===== config.mk =====
export PLATFORM = sky130hd
export DESIGN_NAME = conv_round_reducer
export DESIGN_NICKNAME = d
export VERILOG_FILES = /design/src/rtl/rnd_pkg.sv /design/src/rtl/rnd_ctrl.sv /design/src/rtl/rnd_datapath.sv /design/src/rtl/conv_round_reducer.sv
export SDC_FILE = /design/constraint.sdc
export NUM_CORES = 1
export LEC_CHECK = 0
export BUFFER_PORTS_ARGS = -buffer_cell sky130_fd_sc_hd__buf_2
export CAP_MARGIN = 25
export CORE_MARGIN = 10
export CORE_UTILIZATION = 40
export DETAILED_ROUTE_END_ITERATION = 6
export GPL_ROUTABILITY_DRIVEN = 0
export PLACE_DENSITY = 0.76
export SLEW_MARGIN = 0
export SYNTH_ARGS = -nofsm -noshare
export SYNTH_HDL_FRONTEND = slang
export SYNTH_HIERARCHICAL = 1
export SYNTH_SLANG_ARGS = --single-unit

===== constraint.sdc =====
create_clock -name clk -period 2.1 [get_ports clk]
set_input_delay 0.21 -clock clk [delete_from_list [all_inputs] [get_ports clk]]
set_output_delay 0.21 -clock clk [all_outputs]
set_load 0.03 [all_outputs]

===== src/rtl/rnd_pkg.sv =====
package rnd_pkg;

  typedef enum logic [1:0] {
    MODE_TRUNC  = 2'b00,
    MODE_HALFUP = 2'b01,
    MODE_CONV   = 2'b10,
    MODE_SYM    = 2'b11
  } rndMode_t;

  // Strobes from the control module to the datapath
  typedef struct packed {
    logic load;     // capture a new result this edge
    logic roundEn;  // any rounding increment allowed
    logic tieEven;  // ties resolve to even kept value
    logic tieAway;  // ties resolve away from zero
  } rndStrobe_t;

endpackage


===== src/rtl/rnd_ctrl.sv =====
module rnd_ctrl
  import rnd_pkg::*;
(
  input  logic       clk,
  input  logic       rst,
  input  logic       inValid,
  input  logic [1:0] inMode,
  output rndStrobe_t ctl,
  output logic       outValid
);

  rndMode_t modeSel;

  always_comb begin
    modeSel     = rndMode_t'(inMode);
    ctl.load    = inValid;
    ctl.roundEn = (modeSel != MODE_TRUNC);
    ctl.tieEven = (modeSel == MODE_CONV);
    ctl.tieAway = (modeSel == MODE_SYM);
  end

  always_ff @(posedge clk) begin
    if (rst) outValid <= 1'b0;
    else     outValid <= inValid;
  end

  // an accepted word always yields a valid result next cycle
  a_r2_valid_follows: assert property (@(posedge clk) disable iff (rst)
    inValid |=> outValid);

  // no input, no output strobe
  a_r3_idle_no_valid: assert property (@(posedge clk) disable iff (rst)
    !inValid |=> !outValid);

endmodule


===== src/rtl/rnd_datapath.sv =====
module rnd_datapath
  import rnd_pkg::*;
#(
  parameter int IN_W  = 22,
  parameter int OUT_W = 8
) (
  input  logic             clk,
  input  logic             rst,
  input  rndStrobe_t       ctl,
  input  logic [IN_W-1:0]  inData,
  output logic [OUT_W-1:0] outData,
  output logic             overflow
);

  localparam int DROP = IN_W - OUT_W;
  localparam logic [OUT_W-1:0] MAX_POS = {1'b0, {(OUT_W-1){1'b1}}};

  logic [OUT_W-1:0] kept;
  logic             halfBit;
  logic             restZero;
  logic             signBit;
  logic             tie;
  logic             incr;
  logic             sat;
  logic [OUT_W-1:0] nextData;

  always_comb begin
    kept     = inData[IN_W-1:DROP];
    halfBit  = inData[DROP-1];
    restZero = (inData[DROP-2:0] == '0);
    signBit  = inData[IN_W-1];
    tie      = halfBit & restZero;
    // Start from add-half, then veto the increment on ties where the
    // selected method says to stay at the lower value.
    incr     = ctl.roundEn & halfBit
             & ~(tie & ctl.tieEven & ~kept[0])
             & ~(tie & ctl.tieAway & signBit);
    sat      = incr & (kept == MAX_POS);
    nextData = sat ? MAX_POS : kept + {{(OUT_W-1){1'b0}}, incr};
  end

  always_ff @(posedge clk) begin
    if (rst) begin
      outData  <= '0;
      overflow <= 1'b0;
    end else if (ctl.load) begin
      outData  <= nextData;
      overflow <= sat;
    end
  end

  // registers hold when nothing is loaded
  a_r3_hold: assert property (@(posedge clk) disable iff (rst)
    !ctl.load |=> ($stable(outData) && $stable(overflow)));

  // truncation passes the kept bits and never overflows
  a_r4_trunc_exact: assert property (@(posedge clk) disable iff (rst)
    (ctl.load && !ctl.roundEn) |=>
      (outData == $past(inData[IN_W-1:DROP]) && !overflow));

  // a convergent tie lands on an even value unless clamped
  a_r7_tie_even: assert property (@(posedge clk) disable iff (rst)
    (ctl.load && ctl.tieEven && tie) |=> (!outData[0] || overflow));

  // overflow only accompanies the clamped maximum
  a_r9_ovf_saturated: assert property (@(posedge clk) disable iff (rst)
    overflow |-> (outData == MAX_POS));

endmodule


===== src/rtl/conv_round_reducer.sv =====
module conv_round_reducer
  import rnd_pkg::*;
#(
  parameter int IN_W  = 22,
  parameter int OUT_W = 8
) (
  input  logic             clk,
  input  logic             rst,
  input  logic             in_valid,
  input  logic [IN_W-1:0]  in_data,
  input  logic [1:0]       in_mode,
  output logic             out_valid,
  output logic [OUT_W-1:0] out_data,
  output logic             out_ovf
);

  rndStrobe_t strobes;

  rnd_ctrl ctrl_i (
    .clk      (clk),
    .rst      (rst),
    .inValid  (in_valid),
    .inMode   (in_mode),
    .ctl      (strobes),
    .outValid (out_valid)
  );

  rnd_datapath #(
    .IN_W  (IN_W),
    .OUT_W (OUT_W)
  ) dp_i (
    .clk      (clk),
    .rst      (rst),
    .ctl      (strobes),
    .inData   (in_data),
    .outData  (out_data),
    .overflow (out_ovf)
  );

endmodule


==> results.py <==
metrics = {
    "status": {
        "status": "complete, no violations",
    },
    "global_routing": {
        "grt_use_total_pct": 9.59,
        "grt_max_degree": 17,
        "antenna_found_initial": 0,
        "grt_pass1_wl_um": 2670,
        "grt_pass1_vias": 662,
        "grt-ovfl-total": 0,
    },
    "pwr": {
        "combPwrFrac_pct": 25.2,
        "peakVddDrop_mv": 0.237,
        "power.leakage_uw": 0.000376,
        "intPower_uw": 314,
        "seq_power_share_pct": 46.4,
        "p_sw_uw": 131,
        "p_per_area_nw_per_um2": 562,
        "pwr-share-clk_pct": 28.3,
        "netSwitchingFraction_pct": 29.5,
        "p_total_uw": 445,
    },
    "clocking": {
        "cts_setup_buffers": 0,
        "cts_tree": "done",
        "cts.clk_slew.worst_paths_ps": 60,
        "postCtsResizedCells": 0,
        "cts_num_sinks": 10,
        "clock_latency_ps": 260,
        "cts_buffer_depth": 2,
        "htreeDepth": 1,
        "ctsRootBufferMaster": "clkbuf_4",
        "numCtsBuffers": 3,
        "postCtsHoldBufs": 0,
    },
    "timing": {
        "slew_violations": 0,
        "timing.final.crit_share_pct": 87.3,
        "skew_ps": 0,
        "timing.setup.tns_ps": 0,
        "slew_headroom_pct": 81.7,
        "setup_slack_ps": 266,
        "max_freq_mhz": 545,
        "hold_ws_ps": 264,
        "worstMarginPinSlew_ps": 275,
        "finalHoldViolations": 0,
        "rsz0062_at_grt": "false",
        "final.min_clock_period_ps": 1830,
        "setup_viol": 0,
    },
    "worst_setup_path": {
        "timing.rr.start": "dp_i/outData[1]",
        "cp-end-kind": "register",
        "endpoint": "dp_i/outData[4]",
        "r2r.worst_path.cells": 2,
        "cp-start-kind": "primary input",
        "crit_start": "in_data[1]",
        "rr_endpoint": "dp_i/outData[1]",
        "cp.arrival_ps": 1970,
        "crit_fanout": 4,
        "cp.required_ps": 2240,
        "worstSetupPathType": "primary input to register",
        "rrSetupSlack_ps": 1410,
    },
    "finish": {
        "nets": 138,
        "syn2layout_area_growth_pct": 35.0,
        "instances_no_fill": 122,
        "num_antenna_cells": 0,
        "layout-drive-gt1-share_pct": 43.0,
        "final_common_cell": "buf_2",
        "layout_common_cells": "buf_2 (36), dfxtp_1 (10), nor2_1 (9)",
    },
    "drt": {
        "vias": 642,
        "drc": 0,
        "drt-total-wl_um": 1620,
        "viasPerCell": 5.26,
        "drt-wirelength-per-cell_um": 13.2,
        "drtAntennaViolNets": 0,
        "dr.pass1.iters": 4,
        "drt_iter0_drc": 9,
    },
    "die": {
        "io-pin-count": 37,
        "core_area_um2": 1330,
        "fp.dieH_um": 58.3,
        "design.die.area_um2": 3390,
        "initial_utilization_pct": 43.9,
        "rows": 13,
        "die_w_um": 58.3,
    },
    "logic_synthesis": {
        "yosysSeqAreaShare_pct": 34.2,
        "synth_area_um2": 586,
        "avgSynthCellArea_um2": 8.25,
        "ys_types": 36,
        "syn_nets": 100,
        "yosys_warnings": 6,
        "synthCells": 71,
        "synth_seq_cells": 10,
    },
    "min_path": {
        "hold_start": "in_data[21]",
        "holdCritPathClass": "primary input to register",
    },
    "placed_design": {
        "dp.final_hpwl_um": 1370,
        "port_buffers": 36,
        "pre_cts_slack_ps": -33.8,
        "dp_cells": 119,
    },
    "job": {
        "cap_violations": 0,
    },
}
routing by layer:
| metal | track usage [%] | vias up | wire length (um) |
|---|---|---|---|
| li1 | - | 335 | - |
| met1 | 10.3 | 271 | 745 |
| met2 | 13.8 | 34 | 660 |
| met3 | 5.23 | 2 | 203 |
| met4 | 7.05 | 0 | 6 |
| met5 | 0 | - | 0 |
logic make-up (layout without fill, tap and decap cells):
family                   count (synthesis)  after routing  share of synthesized area [%]
buffers and inverters                    7             43                           5.34
AO/OA/AOI/OAI                           14             14                           19.4
XOR/XNOR                                 2              2                           2.99
flip-flops                              10             10                           34.2
AND/OR/NAND/NOR                         36             36                           33.8
adder cells (fa/ha/maj)                  2              2                           4.27
critical path, cell delays in order:
cell	delay (ps)
buf_2	90
or4_1	510
nor4_1	190
a31oi_1	120
ha_1	220
ha_1	230
nand3_1	110
o21ai_0	80
a21oi_1	130
a211oi_1	80
worst min-delay path by stage:
stage                                  to  cells after the start  slack, ps
after floorplan           ctrl_i/outValid                      1        280
after global placement    dp_i/outData[6]                      2        460
after detailed placement  dp_i/outData[6]                      2        450
after CTS                 dp_i/outData[7]                      3        260
after global routing      dp_i/outData[7]                      3        280
final                     dp_i/outData[7]                      3        260
state kept, by name, summed over array words and instances, names as in the netlist:
register         cells
dp_i/overflow        1
dp_i/outData         8
ctrl_i/outValid      1
synth_stat cells, drive strengths merged:
master / instances / area (um^2)
ha: 2 / 25.0
or2: 1 / 6.26
o21ai: 2 / 10.0
and2: 1 / 7.51
xnor2: 2 / 17.5
a21oi: 2 / 10.0
nand4: 1 / 6.26
nand4b: 1 / 8.76
nand3: 3 / 15.0
clkbuf: 1 / 3.75
a211oi: 1 / 7.51
nor4: 2 / 12.5
nor2b: 1 / 6.26
a311oi: 4 / 41.3
nand2: 6 / 25.0
o31ai: 2 / 15.0
o41ai: 1 / 16.3
nand3b: 1 / 7.51
and2b: 1 / 8.76
or3: 1 / 6.26
buf: 2 / 12.5
nor2: 10 / 40.0
dfxtp: 10 / 200
and4: 1 / 8.76
or4: 2 / 15.0
and3: 1 / 6.26
nor3b: 1 / 7.51
inv: 4 / 15.0
a22oi: 1 / 7.51
a31oi: 1 / 6.26
nor3: 2 / 10.0
final cells by class:
class	count	area (um^2)
inverter	4	15.0
sequential	10	200
clock buffer	3	22.5
timing repair buffer	36	180
fill	129	543
tap	15	18.8
multi-input combinational	54	354
power groups by stage:
| stage | clock network (uW) | registers, uW | logic [uW] |
|---|---|---|---|
| 2_1_floorplan | 0 | 235 | 42.9 |
| 3_3_place_gp | 0 | 211 | 112 |
| 3_5_place_dp | 0 | 211 | 114 |
| 4_1_cts | 132 | 207 | 114 |
| 5_1_grt | 142 | 208 | 125 |
| 6_report | 126 | 206 | 112 |
per-stage QoR:
stage	utilization, %	area (um^2)
after floorplan	-	586
after global placement	57.6	768
after detailed placement	57.6	768
after CTS	59.3	791
after global routing	59.3	791
final	59.3	791
(Power assumes the default switching activity.)
